==> src/rtl/sem_pkg.sv <==
package sem_pkg;

    localparam int NUM_SRC    = 3;
    localparam int ST_TIMEOUT = 0;
    localparam int ST_SINGLE  = 1;
    localparam int ST_DOUBLE  = 2;

    typedef enum logic [2:0] {
        REG_STATUS     = 3'd0,
        REG_ENABLE     = 3'd1,
        REG_FAULT_ADDR = 3'd2,
        REG_CHECK_ADDR = 3'd3,
        REG_WORD_LO    = 3'd4,
        REG_WORD_HI    = 3'd5,
        REG_PREV_ADDR  = 3'd6
    } sem_reg_e;

    function automatic logic maj3(input logic [2:0] v);
        return (v[0] & v[1]) | (v[0] & v[2]) | (v[1] & v[2]);
    endfunction

endpackage

==> src/rtl/sem_tmr_enable.sv <==
module sem_tmr_enable
    import sem_pkg::*;
(
    input  logic clk,
    input  logic rst,
    input  logic wr_en,
    input  logic wr_val,
    output logic vote
);
    logic [2:0] copy_q;

    assign vote = maj3(copy_q);

    always_ff @(posedge clk) begin
        if (rst)
            copy_q <= 3'b000;
        else if (wr_en)
            copy_q <= {3{wr_val}};
        else
            copy_q <= {3{vote}};
    end
endmodule

==> src/rtl/sem_upset_filter.sv <==
module sem_upset_filter #(
    parameter int ADDR_W = 16,
    parameter int DEPTH  = 2
) (
    input  logic              clk,
    input  logic              rst,
    input  logic              ev_valid,
    input  logic [ADDR_W-1:0] ev_addr,
    output logic              accept,
    output logic              drop,
    output logic [ADDR_W-1:0] newest
);
    logic [ADDR_W-1:0] hist_addr [DEPTH];
    logic [DEPTH-1:0]  hist_vld;
    logic              all_match;

    always_comb begin
        all_match = 1'b1;
        for (int i = 0; i < DEPTH; i++)
            if (!hist_vld[i] || hist_addr[i] != ev_addr)
                all_match = 1'b0;
    end

    assign drop   = ev_valid & all_match;
    assign accept = ev_valid & ~all_match;
    assign newest = hist_vld[0] ? hist_addr[0] : '0;

    always_ff @(posedge clk) begin
        if (rst) begin
            hist_vld     <= '0;
            hist_addr[0] <= '0;
        end else if (accept) begin
            hist_vld[0]  <= 1'b1;
            hist_addr[0] <= ev_addr;
        end
    end

    for (genvar g = 1; g < DEPTH; g++) begin : g_shift
        always_ff @(posedge clk) begin
            if (rst) begin
                hist_vld[g]  <= 1'b0;
                hist_addr[g] <= '0;
            end else if (accept) begin
                hist_vld[g]  <= hist_vld[g-1];
                hist_addr[g] <= hist_addr[g-1];
            end
        end
    end
endmodule

==> src/rtl/sem_status_bits.sv <==
module sem_status_bits #(
    parameter int N = 3
) (
    input  logic         clk,
    input  logic         rst,
    input  logic [N-1:0] set,
    input  logic         clr_wr,
    input  logic [N-1:0] clr_mask,
    output logic [N-1:0] status
);
    for (genvar g = 0; g < N; g++) begin : g_bit
        always_ff @(posedge clk) begin
            if (rst)
                status[g] <= 1'b0;
            else if (set[g])
                status[g] <= 1'b1;
            else if (clr_wr && clr_mask[g])
                status[g] <= 1'b0;
        end
    end
endmodule

==> src/rtl/soc_err_monitor.sv <==
module soc_err_monitor
    import sem_pkg::*;
#(
    parameter int ADDR_W = 16,
    parameter int ENC_W  = 39
) (
    input  logic              clk,
    input  logic              rst,
    input  logic              mem_err,
    input  logic              mem_dbl,
    input  logic [ADDR_W-1:0] mem_addr,
    input  logic [ENC_W-1:0]  mem_enc,
    input  logic              bus_timeout,
    input  logic              reg_wr,
    input  logic [2:0]        reg_addr,
    input  logic [31:0]       reg_wdata,
    output logic [31:0]       reg_rdata,
    output logic              ext_err
);
    localparam int HI_W = ENC_W - 32;
    localparam logic [ADDR_W-1:0] CHECK_BASE = ADDR_W'(3) << (ADDR_W - 2);

    logic               en_vote;
    logic               en_wr;
    logic               st_wr;
    logic               accept;
    logic               drop;
    logic [ADDR_W-1:0]  newest;
    logic [NUM_SRC-1:0] st_set;
    logic [NUM_SRC-1:0] status;
    logic [ADDR_W-1:0]  fault_addr;
    logic [ADDR_W-1:0]  check_addr;
    logic [ADDR_W-1:0]  prev_addr;
    logic [ENC_W-1:0]   enc_word;
    sem_reg_e           rsel;

    assign rsel  = sem_reg_e'(reg_addr);
    assign en_wr = reg_wr && rsel == REG_ENABLE;
    assign st_wr = reg_wr && rsel == REG_STATUS;

    sem_tmr_enable u_enable (
        .clk    (clk),
        .rst    (rst),
        .wr_en  (en_wr),
        .wr_val (reg_wdata[0]),
        .vote   (en_vote)
    );

    sem_upset_filter #(.ADDR_W(ADDR_W), .DEPTH(2)) u_filter (
        .clk      (clk),
        .rst      (rst),
        .ev_valid (mem_err & en_vote),
        .ev_addr  (mem_addr),
        .accept   (accept),
        .drop     (drop),
        .newest   (newest)
    );

    always_comb begin
        st_set             = '0;
        st_set[ST_TIMEOUT] = bus_timeout;
        st_set[ST_SINGLE]  = accept & ~mem_dbl;
        st_set[ST_DOUBLE]  = accept & mem_dbl;
    end

    sem_status_bits #(.N(NUM_SRC)) u_status (
        .clk      (clk),
        .rst      (rst),
        .set      (st_set),
        .clr_wr   (st_wr),
        .clr_mask (reg_wdata[NUM_SRC-1:0]),
        .status   (status)
    );

    always_ff @(posedge clk) begin
        if (rst) begin
            fault_addr <= '0;
            check_addr <= '0;
            prev_addr  <= '0;
            enc_word   <= '0;
        end else if (accept) begin
            fault_addr <= mem_addr;
            check_addr <= (mem_addr >> 2) + CHECK_BASE;
            prev_addr  <= newest;
            enc_word   <= mem_enc;
        end
    end

    assign ext_err = |status;

    always_comb begin
        reg_rdata = '0;
        case (rsel)
            REG_STATUS:     reg_rdata[NUM_SRC-1:0] = status;
            REG_ENABLE:     reg_rdata[0]           = en_vote;
            REG_FAULT_ADDR: reg_rdata[ADDR_W-1:0]  = fault_addr;
            REG_CHECK_ADDR: reg_rdata[ADDR_W-1:0]  = check_addr;
            REG_WORD_LO:    reg_rdata              = enc_word[31:0];
            REG_WORD_HI:    reg_rdata[HI_W-1:0]    = enc_word[ENC_W-1:32];
            REG_PREV_ADDR:  reg_rdata[ADDR_W-1:0]  = prev_addr;
            default:        reg_rdata              = '0;
        endcase
    end
endmodule

==> config.mk <==
export PLATFORM = sky130hd
export DESIGN_NAME = soc_err_monitor
export DESIGN_NICKNAME = d
export VERILOG_FILES = /design/src/rtl/sem_pkg.sv /design/src/rtl/sem_tmr_enable.sv /design/src/rtl/sem_upset_filter.sv /design/src/rtl/sem_status_bits.sv /design/src/rtl/soc_err_monitor.sv
export SDC_FILE = /design/constraint.sdc
export NUM_CORES = 1
export LEC_CHECK = 0
export ABC_CLOCK_PERIOD_IN_PS = 2100
export CAP_MARGIN = 20
export CORE_MARGIN = 2
export CORE_UTILIZATION = 42
export CTS_CLUSTER_SIZE = 40
export DETAILED_ROUTE_END_ITERATION = 10
export DONT_BUFFER_PORTS = 1
export GPL_ROUTABILITY_DRIVEN = 0
export GPL_TIMING_DRIVEN = 0
export SYNTH_ARGS = -nofsm -noshare
export SYNTH_HDL_FRONTEND = slang
export SYNTH_SLANG_ARGS = --single-unit
==> constraint.sdc <==
create_clock -name clk -period 2.1 [get_ports clk]
set_clock_uncertainty 0.2 [all_clocks]
set_input_delay 0.42 -clock clk [delete_from_list [all_inputs] [get_ports clk]]
set_output_delay 0.42 -clock clk [all_outputs]
set_load 0.05 [all_outputs]
=== Word level (Yosys, flattened, before mapping) ===
Memory sizes are Yosys's and may differ from the RTL's.
Index checks and enable logic that the tools add are counted.

* Bits in latches: 0
* Memories: 1
* Word-level logic and storage cells: 58
* Register bits: 94
* Output and inout bits: 33
* RAM bits: 32
* Bits in read-only memories: 0

* Mux-type cells: 20
* Equal/unequal tests: 6
* Magnitude comparators: 0
* Reduce and logical (&&, ||, !) cells: 10
* Shift operators: 0
* $mul: 0
* Bitwise operators: 11
* $add $sub $neg: 1
* Divide/modulo/power cells: 0

{| class="wikitable"
|+ Memory list
! name !! words !! width !! read ports !! clocked after memory_dff !! wr ports !! line !! text
|-
| u_filter.hist_addr || 2 || 16 || 1 || 0 || 2 || sem_upset_filter.sv:13 || <nowiki>logic [ADDR_W-1:0] hist_addr [DEPTH];</nowiki>
|}

{| class="wikitable"
|+ Operator list
! operator !! number
|-
| $mux 16 || 4
|-
| $pmux 9 s4 || 1
|-
| $pmux 4 s5 || 1
|-
| $add 15x15->16 const B || 1
|-
| $pmux 2 s6 || 1
|-
| $mux 1 || 11
|-
| $eq 3x3->1 const B || 3
|-
| $pmux 1 s7 || 1
|-
| $and 1x1->1 || 6
|-
| $eq 3x2->1 const B || 2
|-
| $reduce_bool 2->1 || 3
|-
| $logic_and 1x1->1 || 5
|-
| $or 1x1->1 || 4
|-
| $eq 3x1->1 const B || 1
|-
| $logic_not 3->1 || 1
|-
| $mux 3 || 1
|-
| $reduce_or 3->1 || 1
|-
| $not 1->1 || 1
|}

=== Depth between registers and ports, before layout ===
* Depth after elaboration: 8
* Gate-level depth with buffers: 6
* Depth with buffers taken out: 3

=== By module ===
Synthesis repeated with hierarchy kept, for this count alone.

* Cells, all modules: 406
* Area, all modules: 4,259.1 um^2

{| class="wikitable"
|+ Modules (own cells, without submodules)
! module !! instances !! area each (um^2) !! cells each
|-
| soc_err_monitor || 1 || 3,304.4 || 334
|-
| sem_upset_filter || 1 || 812.0 || 57
|-
| sem_status_bits || 1 || 108.9 || 12
|-
| sem_tmr_enable || 1 || 33.8 || 3
|}

=== Least setup slack after synthesis ===
Ideal clock, no wire load.

* Path kind: input port to output port
* From: input reg_addr[1]
* To: output reg_rdata[5]
* Stages: 4
* Slack: -456 ps
* Data required time: 1,480 ps
* Data arrival time: 1,936 ps
* Buffers on the path: 2
* Path through: buf_2 -> buf_2 -> or2_2 -> a31oi_1

* Cells in the longest elaborated chain, start to end: 2

{| class="wikitable"
|+ Ends and longest elaborated chain
! item !! line !! text
|-
| start, declared || soc_err_monitor.sv:15 || <nowiki>input logic [2:0] reg_addr,</nowiki>
|-
| $eq 3x3->1 / $eq 3x2->1 (equally long branches) || soc_err_monitor.sv:93 || <nowiki>case (rsel)</nowiki>
|-
| $pmux 4 s5 (*) || soc_err_monitor.sv:93 ||
|-
| end, declared || soc_err_monitor.sv:17 || <nowiki>output logic [31:0] reg_rdata,</nowiki>
|}

Every way passes the cells marked *; elsewhere a longest branch is shown, timed or not.

=== Worst setup path in the final report ===
* From: input reg_addr[0]
* To: output reg_rdata[1]

* Cells in the longest elaborated chain, start to end: 2

{| class="wikitable"
|+ Ends and longest elaborated chain
! item !! line
|-
| $eq 3x3->1 (tied with other cells) || soc_err_monitor.sv:93
|-
| $pmux 2 s6 (*) || soc_err_monitor.sv:93
|}

Marked as above.

==> flow_summary_export.csv <==
group,metric,value,unit
grt,grt_util_met2,34.1,%
grt,grt-busiest-layer,"met2",
critical_path,slowest_stage,"o211ai_1",
synth,syn_nets,419,
synth,synth.distinct_cells,41,
clock_network,cts_buffers,9,
detailed_routing,vias,2914,
grt,use_met3,6.01,%
die,start_util,43.0,%
final_layout,syn_to_final_growth,36.3,%
synth,avgSynthCellArea,11.5,µm²
synth,yosysSeqAreaShare,53.7,%
critical_path,path_buf_inv,3,
die,coreArea,0.00868,mm²
timing,final.min_clock_period,2.38,ns
synth,synth_top_cell_area_share,40.8,%
detailed_routing,dr.pass1.iters,4,
die,die_h,98.2,µm
synth,synth_top_area_cell,"dfxtp_1",
final_layout,drive_gt1_share,26.8,%
grt,grt_pass1_wl,16.4,mm
clock_network,clock_sinks,92,
grt,use_met1,30.2,%
detailed_routing,ant_nets,0,
critical_path,critPathKind,"input pin to primary output",
power,ir_worst_vdd,0.373,mV
final_layout,antenna_cells,0,
clock_network,cts.htree.levels,3,
die,die_width,98.2,µm
timing,slew_headroom,25.5,%
placement,post-dp-hpwl,6.68,mm
detailed_routing,routedWlPerCell,20.6,µm
clock_network,clkTransAtPathRegs,0.09,ns
detailed_routing,totalWireLength,10.7,mm
timing,worst_slack,-0.281,ns
min_path,hp-class,"input pin to register",
grt,grt.total_usage,22.2,%
grt,grt_start_max_net_pins,17,
synth,synth_seq_cells,92,
status,violations,"negative setup slack",
grt,antenna_found_initial,0,
power,powerDensity,710,mW/mm²
timing,timing.hold.ws,0.0196,ns
synth,synthCells,323,
critical_path,cp_common_cell,"buf_12",
critical_path,crit_path_max_incr_delay,0.84,ns
critical_path,cp_data_required_time,1.48,ns
timing,post-route-period-util,113,%
synth,post_synth_main_area_contributors,"dfxtp_1 41%, a22o_1 17%, edfxtp_1 13%",
clock_network,tritoncts,"done",
clock_network,cts_root_buffer,"clkbuf_8",
detailed_routing,viasPerCell,5.63,
power,p_leak,2.01,nW
die,io_pins,129,
die,num_rows,34,
clock_network,cts_max_path_buffers,2,
run,cap_violations,0,
critical_path,cp.arrival,1.76,ns
critical_path,critPathTopFamily,"compound AO/OA/AOI/OAI gates",
final_layout,post-route-util,58.6,%
final_layout,final_cell_mix,"72 x a22o_1, 72 x dfxtp_1, 58 x dlygate4sd3_1",
final_layout,fin_nets,501,
placement,io_buffers,0,
critical_path,path_max_fanout,5,
critical_path,cp-start-kind,"input pin",
status,status,"complete, but fails checks",
detailed_routing,drtIter0Drc,168,
detailed_routing,drcViolationCount,0,
critical_path,path_cells,"buf_12, buf_12, buf_4, mux2i_1, o211ai_1",
critical_path,cp-end-kind,"primary output",
timing,max_slew.worst_pin.slew,1.11,ns
die,dieArea,0.00965,mm²
grt,grt_overflow,0,
timing,drv_slew,0,
timing,fmaxAchievable,420,MHz
synth,yosys_warnings,2,
clock_network,insertion_delay,0.36,ns
timing,rsz0062_at_grt,"yes",
timing,hold_viol_final,0,
timing,finalSetupViolCount,20,
grt,grt_pass1_vias,3002,
synth,syn-cell-area,0.00373,mm²
where the power goes:
part	switching (mW)	internal (mW)
clock	0.648	0.799
combinational	0.168	0.168
sequential	0.0110	1.81
total	0.828	2.78
state kept, by name, summed over array words and instances (netlist names), named ones only:
register and flops:
enc_word 39, fault_addr 15, u_status.status 3, check_addr 2
u_filter.hist_addr 16, prev_addr 16
per-layer routing:
metal / part of all wire, % / vias up
met5: 0 / -
met4: 0.61 / 0
met3: 7.5 / 4
met2: 48 / 114
met1: 44 / 1407
li1: - / 1389
worst paths after layout:
kind,start,endpoint,slack (ns),cells past startpoint
max,reg_addr[0],reg_rdata[1],-0.28,5
min reg2reg,u_filter.hist_addr[0][14],prev_addr[14],0.26,1
max reg2reg,register,u_filter.hist_addr[0][13],0.26,4
min,reg_wdata[0],register,0.02,2
area by class of cell:
| class | instances | area, µm² |
|---|---|---|
| repair buffers | 71 | 723 |
| fillers | 750 | 3590 |
| flip-flops and latches | 92 | 2010 |
| inverters | 2 | 11.3 |
| multi-input cells | 202 | 1720 |
| plain buffers | 27 | 239 |
| well taps | 108 | 135 |
| clock buffers | 9 | 124 |
| clock inverters | 7 | 121 |
per-stage QoR:
step	setup WS, ns	total power [mW]	instance area [µm²]	std cells	TNS (ns)
floorplan	-0.244	2.01	3810	323	-1.76
global placement	-0.395	2.05	3950	431	-7.23
detailed placement	-0.411	2.06	3950	431	-8.04
CTS	-0.291	3.61	4980	515	-2.47
global route	-0.306	3.73	5080	518	-3.54
finish	-0.281	3.61	5080	518	-2.84
what timing repair did:
| action | in CTS | in global routing |
|---|---|---|
| gates cloned | 1 | 1 |
| pin swaps | 19 | 11 |
| setup endpoints to repair | 28 | 43 |
| buffers inserted | 10 | 3 |
| hold endpoints to repair | 58 | 0 |
| hold buffers | 58 | 0 |
| gates resized for setup | 49 | 14 |
synthesized netlist by cell type:
library cell	count
a21boi_0	1
a21oi_1	3
a21oi_2	1
a221o_1	1
a221oi_1	1
a22o_1	72
a22oi_1	1
a311o_1	1
a31o_2	1
a31oi_1	3
a32o_1	1
a32oi_1	3
and2_1	32
and4bb_2	1
buf_1	1
buf_2	19
buf_4	4
buf_6	2
clkbuf_1	2
dfxtp_1	76
edfxtp_1	16
inv_1	2
mux2_2	7
mux2i_1	16
nand2_1	15
nand2_2	1
nand2b_1	1
nand3_1	10
nand3b_1	1
nor2_1	3
nor2_4	1
nor2b_1	4
nor3_1	2
nor3b_1	1
nor3b_4	2
nor4b_2	1
o211ai_1	9
o21a_1	1
o32ai_1	1
or2_2	2
or3_1	1
logic make-up after synthesis:
family / after synthesis / share of synthesized area (%)
buffers and inverters: 30 / 4.46
flip-flops: 92 / 53.7
multiplexers: 23 / 6.41
AND/OR/NAND/NOR: 78 / 12.8
AO/OA/AOI/OAI: 100 / 22.7
No activity file was read; power rests on OpenSTA's default activity.
